$ cat src/rtl/rtc_pkg.sv
package rtc_pkg;

  localparam int CTL_WFRZ = 7;
  localparam int CTL_RFRZ = 6;

  typedef struct packed {
    logic [7:0] year;
    logic [7:0] month;
    logic [7:0] date;
    logic [7:0] day;
    logic [7:0] hour;
    logic [7:0] min;
    logic [7:0] sec;
  } rtc_time_t;

  localparam rtc_time_t RTC_RST = '{year: 8'h00, month: 8'h01, date: 8'h01,
                                    day: 8'h01, hour: 8'h00, min: 8'h00, sec: 8'h00};

  // packed BCD increment, units carry into tens
  function automatic logic [7:0] bcd_inc(input logic [7:0] b);
    if (b[3:0] == 4'd9) return {b[7:4] + 4'd1, 4'd0};
    return {b[7:4], b[3:0] + 4'd1};
  endfunction

  function automatic logic leap_year(input logic [7:0] y);
    logic [7:0] bin;
    bin = ({4'd0, y[7:4]} * 8'd10) + {4'd0, y[3:0]};
    return bin[1:0] == 2'b00;
  endfunction

  function automatic logic [7:0] month_last(input logic [7:0] m, input logic [7:0] y);
    case (m)
      8'h02:                      return leap_year(y) ? 8'h29 : 8'h28;
      8'h04, 8'h06, 8'h09, 8'h11: return 8'h30;
      default:                    return 8'h31;
    endcase
  endfunction

  function automatic rtc_time_t rtc_advance(input rtc_time_t t);
    rtc_time_t n;
    n = t;
    if (t.sec != 8'h59) n.sec = bcd_inc(t.sec);
    else begin
      n.sec = 8'h00;
      if (t.min != 8'h59) n.min = bcd_inc(t.min);
      else begin
        n.min = 8'h00;
        if (t.hour != 8'h23) n.hour = bcd_inc(t.hour);
        else begin
          n.hour = 8'h00;
          n.day  = (t.day == 8'h07) ? 8'h01 : bcd_inc(t.day);
          if (t.date != month_last(t.month, t.year)) n.date = bcd_inc(t.date);
          else begin
            n.date = 8'h01;
            if (t.month != 8'h12) n.month = bcd_inc(t.month);
            else begin
              n.month = 8'h01;
              n.year  = (t.year == 8'h99) ? 8'h00 : bcd_inc(t.year);
            end
          end
        end
      end
    end
    return n;
  endfunction

  // byte slot within the clock region: 0 control, 1 sec ... 7 year
  function automatic logic [7:0] time_byte(input rtc_time_t t, input logic [2:0] idx);
    case (idx)
      3'd1:    return t.sec;
      3'd2:    return t.min;
      3'd3:    return t.hour;
      3'd4:    return t.day;
      3'd5:    return t.date;
      3'd6:    return t.month;
      3'd7:    return t.year;
      default: return 8'h00;
    endcase
  endfunction

endpackage

$ cat src/rtl/rtc_counter.sv
module rtc_counter
  import rtc_pkg::*;
(
  input  logic      clk,
  input  logic      rst_n,
  input  logic      tick,
  input  logic      load,
  input  rtc_time_t load_val,
  output rtc_time_t cnt_next,
  output logic [7:0] cnt_sec
);
  rtc_time_t cnt_q;

  assign cnt_next = rtc_advance(cnt_q);
  assign cnt_sec  = cnt_q.sec;

  always_ff @(posedge clk or negedge rst_n) begin
    if (!rst_n)    cnt_q <= RTC_RST;
    else if (load) cnt_q <= load_val;
    else if (tick) cnt_q <= cnt_next;
  end
endmodule

$ cat src/rtl/rtc_regbank.sv
module rtc_regbank
  import rtc_pkg::*;
#(
  parameter int SLOTS = 8
) (
  input  logic                  clk,
  input  logic                  rst_n,
  input  logic                  wr_en,
  input  logic [2:0]            wr_idx,
  input  logic [7:0]            wr_data,
  input  logic                  copy_en,
  input  rtc_time_t             copy_val,
  output logic [SLOTS-1:0][7:0] bank_q
);
  for (genvar g = 0; g < SLOTS; g++) begin : g_slot
    localparam logic [2:0] IDX = 3'(g);
    if (g == 0) begin : g_ctl
      always_ff @(posedge clk or negedge rst_n) begin
        if (!rst_n)                         bank_q[g] <= 8'h00;
        else if (wr_en && wr_idx == IDX)    bank_q[g] <= wr_data;
      end
    end else begin : g_time
      always_ff @(posedge clk or negedge rst_n) begin
        if (!rst_n)                         bank_q[g] <= time_byte(RTC_RST, IDX);
        else if (wr_en && wr_idx == IDX)    bank_q[g] <= wr_data;
        else if (copy_en)                   bank_q[g] <= time_byte(copy_val, IDX);
      end
    end
  end
endmodule

$ cat src/rtl/rtc_mem.sv
module rtc_mem #(
  parameter int ADDR_W = 8,
  parameter int DEPTH  = (1 << ADDR_W) - 8
) (
  input  logic              clk,
  input  logic              we,
  input  logic [ADDR_W-1:0] addr,
  input  logic [7:0]        wdata,
  output logic [7:0]        rdata
);
  logic [7:0] cells [DEPTH];

  always_ff @(posedge clk) begin
    if (we) cells[addr] <= wdata;
  end

  assign rdata = cells[addr];
endmodule

$ cat src/rtl/rtc_sram.sv
module rtc_sram
  import rtc_pkg::*;
#(
  parameter int ADDR_W = 8
) (
  input  logic              clk,
  input  logic              rst_n,
  input  logic              ce_n,
  input  logic              oe_n,
  input  logic              we_n,
  input  logic [ADDR_W-1:0] addr,
  input  logic [7:0]        data_in,
  output logic [7:0]        data_out,
  output logic              data_drive,
  input  logic              sec_tick,
  input  logic              pwr_fail
);
  localparam int SLOTS     = 8;
  localparam int MEM_DEPTH = (1 << ADDR_W) - SLOTS;

  logic            clk_region, wr_go, rd_go, reg_wr, mem_wr;
  logic            tick_copy, freeze_release;
  logic [2:0]      reg_idx;
  logic [ADDR_W-1:0] mem_addr;
  logic [7:0]      mem_rdata, ctl_q, sec_reg, sec_cnt;
  logic [SLOTS-1:0][7:0] bank_q;
  rtc_time_t       bank_time, cnt_next;

  // mode decode
  assign clk_region = &addr[ADDR_W-1:3];
  assign reg_idx    = addr[2:0];
  assign wr_go      = !ce_n && !we_n && !pwr_fail;
  assign rd_go      = !ce_n && we_n;
  assign data_drive = rd_go && !oe_n;
  assign reg_wr     = wr_go && clk_region;
  assign mem_wr     = wr_go && !clk_region;
  assign mem_addr   = clk_region ? '0 : addr;

  // control events
  assign ctl_q          = bank_q[0];
  assign sec_reg        = bank_q[1];
  assign tick_copy      = sec_tick && !ctl_q[CTL_WFRZ] && !ctl_q[CTL_RFRZ];
  assign freeze_release = reg_wr && reg_idx == 3'd0 && ctl_q[CTL_WFRZ] && !data_in[CTL_WFRZ];

  assign bank_time = '{year: bank_q[7], month: bank_q[6], date: bank_q[5], day: bank_q[4],
                       hour: bank_q[3], min: bank_q[2], sec: bank_q[1]};

  rtc_counter u_cnt (
    .clk(clk), .rst_n(rst_n), .tick(sec_tick), .load(freeze_release),
    .load_val(bank_time), .cnt_next(cnt_next), .cnt_sec(sec_cnt)
  );

  rtc_regbank #(.SLOTS(SLOTS)) u_bank (
    .clk(clk), .rst_n(rst_n), .wr_en(reg_wr), .wr_idx(reg_idx), .wr_data(data_in),
    .copy_en(tick_copy), .copy_val(cnt_next), .bank_q(bank_q)
  );

  rtc_mem #(.ADDR_W(ADDR_W), .DEPTH(MEM_DEPTH)) u_mem (
    .clk(clk), .we(mem_wr), .addr(mem_addr), .wdata(data_in), .rdata(mem_rdata)
  );

  always_comb begin
    data_out = 8'h00;
    if (data_drive) data_out = clk_region ? bank_q[reg_idx] : mem_rdata;
  end
endmodule

$ cat config.mk
export PLATFORM = sky130hd
export DESIGN_NAME = rtc_sram
export DESIGN_NICKNAME = d
export VERILOG_FILES = /design/src/rtl/rtc_pkg.sv /design/src/rtl/rtc_counter.sv /design/src/rtl/rtc_regbank.sv /design/src/rtl/rtc_mem.sv /design/src/rtl/rtc_sram.sv
export SDC_FILE = /design/constraint.sdc
export NUM_CORES = 2
export LEC_CHECK = 0
export BUFFER_PORTS_ARGS = -buffer_cell sky130_fd_sc_hd__buf_2
export CAP_MARGIN = 20
export CORE_UTILIZATION = 46
export CTS_CLUSTER_SIZE = 25
export DETAILED_ROUTE_END_ITERATION = 10
export GPL_TIMING_DRIVEN = 0
export PLACE_DENSITY = 0.61
export SYNTH_ARGS = -nofsm -noshare
export SYNTH_HDL_FRONTEND = slang
export SYNTH_HIERARCHICAL = 1
export SYNTH_SLANG_ARGS = --single-unit
$ cat constraint.sdc
create_clock -name clk -period 5.8 [get_ports clk]
set_clock_uncertainty 0.05 [all_clocks]
set_input_delay 0.58 -clock clk [delete_from_list [all_inputs] [get_ports clk]]
set_output_delay 0.58 -clock clk [all_outputs]
set_load 0.02 [all_outputs]
== After elaboration in Yosys (flattened, before gate mapping) ==
Memory sizes are Yosys's and may differ from the RTL's.
Index checks and enable logic that the tools add are counted.

* Reduce and logical (&&, ||, !) cells: 38
* Mux-type cells: 84
* $add $sub $neg: 15
* Multiply operators: 1
* Eq/ne operators: 26
* Magnitude comparators: 1

{| class="wikitable"
|+ Operators by type and width
! cell !! number
|-
| $mux W8 || 43
|-
| $mux W56 || 2
|-
| $add A4 B1 Y4 const B || 14
|-
| $mux W48 || 1
|-
| $mux W40 || 1
|-
| $mux W1 || 33
|-
| $mux W32 || 1
|-
| $eq A4 B4 Y1 const B || 7
|-
| $bmux W8 S3 || 1
|-
| $eq A8 B3 Y1 const B || 3
|-
| $logic_and A1 B1 Y1 || 18
|-
| $mux W16 || 1
|-
| $ne A8 B7 Y1 const B || 2
|-
| $pmux W8 S2 || 1
|-
| $reduce_bool A2 Y1 || 8
|-
| $eq A3 B3 Y1 const B || 4
|-
| $eq A8 B2 Y1 const B || 1
|-
| $eq A8 B4 Y1 const B || 1
|-
| $eq A8 B5 Y1 const B || 1
|-
| $eq A8 B8 Y1 const B || 1
|-
| $logic_not A1 Y1 || 8
|-
| $ne A8 B5 Y1 const B || 1
|-
| $ne A8 B6 Y1 const B || 1
|-
| $ne A8 B8 Y1 || 1
|-
| other kinds (9) || 10
|}

* Bits in writable memories: 1984
* Flip-flop bits (word level): 120
* Input bits: 23
* Memories kept: 1
* Logic and storage cells: 181

{| class="wikitable"
|+ Memory list
! name !! depth !! bits a word !! rd ports !! clocked after memory_dff !! write ports !! RTL line !! text
|-
| u_mem.cells || 248 || 8 || 1 || 0 || 1 || rtc_mem.sv:11 || <nowiki>logic [7:0] cells [DEPTH];</nowiki>
|}

== Depth between registers and ports, before layout ==
* Depth in word-level cells: 22
* Gate-level depth with buffers: 18
* Mapped depth without buffers: 11

== Hierarchy ==
Netlist, hierarchy kept.

{| class="wikitable"
|+ Modules (own cells, without submodules)
! module !! sequential area each (sq um) !! cells each !! area each (sq um) !! times used
|-
| rtc_mem || 59577.1 || 3655 || 76850.0 || 1
|-
| rtc_counter || 1405.1 || 600 || 4793.3 || 1
|-
| rtc_regbank || 1605.3 || 205 || 3116.7 || 1
|-
| rtc_sram || 0.0 || 68 || 764.5 || 1
|}

== Least setup slack after synthesis ==
OpenSTA, ideal clock, no wires.

* Path type: input to output
* Start: input port addr[6]
* End: output port data_out[3]
* Arrival time: 3.634 ns
* Buffers on the path: 6
* Path slack: 1.536 ns
* Stages: 16
* Data required time: 5.170 ns
* Cell sequence: and4_1 -> buf_2 -> nand2_1 -> and2_2 -> buf_6 -> buf_4 -> buf_4 -> buf_4 -> buf_2 -> a211oi_1 -> or4_1 -> o21ai_0 -> nor4_1 -> nand4_1 -> a21oi_1 -> a211oi_1

* Cells in the longest elaborated chain, start to end: 5

{| class="wikitable"
|+ Ends and longest elaborated chain
! element !! RTL line !! text
|-
| start, declared || rtc_sram.sv:11 || <nowiki>input logic [ADDR_W-1:0] addr,</nowiki>
|-
| $reduce_and A5 Y1 || rtc_sram.sv:30 || <nowiki>assign clk_region = &addr[ADDR_W-1:3];</nowiki>
|-
| $mux W8 || rtc_sram.sv:37 || <nowiki>assign mem_addr = clk_region ? '0 : addr;</nowiki>
|-
| named net mem_addr[0] || rtc_sram.sv:24 || <nowiki>logic [ADDR_W-1:0] mem_addr;</nowiki>
|-
| $mem_v2 Z248 W8 || -- ||
|-
| named net mem_rdata[3] || rtc_sram.sv:25 || <nowiki>logic [7:0] mem_rdata, ctl_q, sec_reg, sec_cnt;</nowiki>
|-
| $mux W8 (2 in series) || rtc_sram.sv:64 || <nowiki>if (data_drive) data_out = clk_region ? bank_q[reg_idx] : mem_rdata;</nowiki>
|-
| end, declared || rtc_sram.sv:13 || <nowiki>output logic [7:0] data_out,</nowiki>
|}

The timed path passes the listed nets, and every way through them passes these cells.

== Worst setup path in the final report ==
Ends and elaborated chain as after synthesis.

==> out/summary.txt <==
Status: finished with violations
Violated checks: setup timing
CP top delay family: buffers and inverters
Final setup fails: 8
WP data arrival: 5.29 ns
Antenna Nets Post-Route: 0
Cell Area, Synth: 85500 um2
Slack of the critical path: -0.122 ns
First-pass GRT wire length: 367000 um
Clock Path Buffers: 3
YS warnings: 6
Worst Path Buf+Inv: 8
CTS tree: built
Worst Hold End: u_bank/bank_q[6]
Final Hold Slack: 0.134 ns
Filler Cell Count: 14600
Largest net degree at the start of global routing: 157
Area of the multi-input gates: 21800 um2
Worst Setup End Kind: primary output
Site Rows: 157
Clock Latency Late Sink: 0.87 ns
IO Port Bufs: 29
Drt total wl: 268000 um
RSZ-0062 raised after global routing: true
Residual DRC: 0
Worst r2r src: u_cnt/cnt_q[16]
Router iterations before antenna repair: 7
Cell depth of the worst min-delay path: 3
Worst path cell trace: buf_2 > and4_1 > clkbuf_4 > nand2_4 > and2_4 > buf_6 > buf_6 > buf_6 > buf_8 > buf_6 > mux4_2 > a22oi_1 > o21ai_0 > nor4_2 > nand4_1 > a21oi_4 > a211oi_2 > buf_2
Starting DRT DRC Count: 6815
Initial antenna violation count: 11
Fin. Hold Viols: 0
Crit Path Category: in -> out
CTS H-tree lvls: 4
Final slew viol count: 0
Die ar.: 188000 um2
CORE AREA: 184000 um2
Highest clock rate: 0.169 GHz
Register area: 62600 um2
Number of global-route vias before repair: 45700
Synthesis-to-finish area growth: 13.6%
Drt wl/cell: 36.0 um
I/O pins: 32
Required time worst endpoint: 5.17 ns
Commonest non-fill, non-tap cell in the layout: edfxtp_1
GPL Wtd Cong: 0.966
Cell count after synthesis: 4520
Max incr delay on CP: 0.45 ns
# nets final: 4839
Worst-margin pin slew: 1.23 ns
Cells after DPL: 7041
CTS Buf Count: 211
Max_cap viols: 0
Mapped Nets: 4569
PD cells: 330 nW/um2
Post-DP HPWL: 176000 um
VDD IR-drop max: 0.000374 V
Slowest CP cell: nor4_2
Leakage power: 0.0311 uW
Die span in y: 433 um
Finished Cell Area: 97100 um2
Via-to-Cell Ratio: 6.46
Worst Setup Start Kind: input port
Most frequent cells in the layout: edfxtp_1 (1984), mux4_2 (425), nor2_1 (304)
Die width: 433 um
Clock transition at path regs: 0.07 ns
Clock root buffer: clkbuf_16
Via Count: 48000
Clock sinks: 2104
Syn_area_per_cell: 18.9 um2
Worst hold path type: in -> reg
Most frequent CP cell: buf_6
Worst rel slew slack: 17.9%
Initial Util: 46.5%
Overall Global Routing Usage: 28.6%
Layout cell share with drive strength beyond 1: 26.0%
Worst reg2reg path depth: 9
Reg2reg end: u_bank/bank_q[62]
FF-to-FF setup slack: 1.86 ns
Worst hold start: addr[1]
Fin crit share: 102%
Final std cells w/o fill: 7437
Period minus WS final: 5.92 ns
DP Area: 89400 um2
CP Max Fanout: 11
Total global routing overflow: 0
-- flip-flops by register name, summed over array words and instances (netlist names) --
| register | cells |
|---|---|
| u_cnt/cnt_q | 48 |
| u_bank/bank_q | 64 |
| u_mem/cells | 1984 |
| u_cnt/cnt_sec | 8 |
-- repair_timing --
| action | CTS | global route |
|---|---|---|
| buffers inserted | 0 | 0 |
| pin swaps | 8 | 8 |
| endpoints found under the setup margin | 1443 | 8 |
| hold endpoints to repair | 64 | 0 |
| cloned | 0 | 0 |
| gates resized for setup | 299 | 52 |
| hold buffers | 1 | 0 |
-- power by group --
part | switching (uW) | total (uW) | internal (uW)
Clock | 5810 | 13000 | 7170
Sequential | 87.7 | 16800 | 16700
Combinational | 1480 | 2260 | 782
-- metrics by stage --
step	util (%)	total power, uW	worst slack (ns)	setup TNS, ns
2_1_floorplan	-	18100	1.54	0
3_3_place_gp	48.2	19200	-3.09	-2952.74
3_5_place_dp	48.6	19200	-2.22	-2343.17
4_1_cts	52.6	32100	0.0331	0
5_1_grt	52.8	32800	-0.0597	-0.249
6_report	52.8	32000	-0.122	-0.486
-- how the worst max path moves through the flow --
stage / from / endpoint / slack, ns / depth (start not counted)
after floorplan: addr[6] / data_out[3] / 1.54 / 16
final: addr[6] / data_out[3] / -0.12 / 18
after detailed placement: addr[6] / data_out[2] / -2.22 / 17
after global routing: addr[6] / data_out[3] / -0.06 / 18
after global placement: addr[6] / data_out[3] / -3.09 / 17
after CTS: addr[6] / data_out[3] / 0.03 / 17
-- per-layer routing --
| layer | wire length, um | vias to the layer above | global-route usage, % |
|---|---|---|---|
| met5 | 221 | - | 0.546 |
| met4 | 12500 | 6 | 11.8 |
| met3 | 27900 | 550 | 6.92 |
| met2 | 124000 | 2783 | 44.1 |
| met1 | 103000 | 25600 | 39.1 |
| li1 | - | 19100 | - |
-- layout make-up --
type | count | share of cell area [%]
clock inverters | 114 | 0.904
well taps | 2464 | 3.18
flip-flops and latches | 2104 | 64.5
diodes | 8 | 0.0206
repair buffers | 62 | 0.870
plain buffers | 281 | 2.18
inverters | 19 | 0.0735
multi-input cells | 2111 | 22.5
clock buffers | 274 | 5.81
-- worst register-to-register path: cells and delay by family (launching register included) --
kind	cells	cell delay (ns)
DFF	1	0.43
buffers and inverters	1	0.58
muxes	3	0.86
adders and majority gates	1	0.21
and+or+nand+nor	4	1.70
No activity file was read; power rests on OpenSTA's default activity.
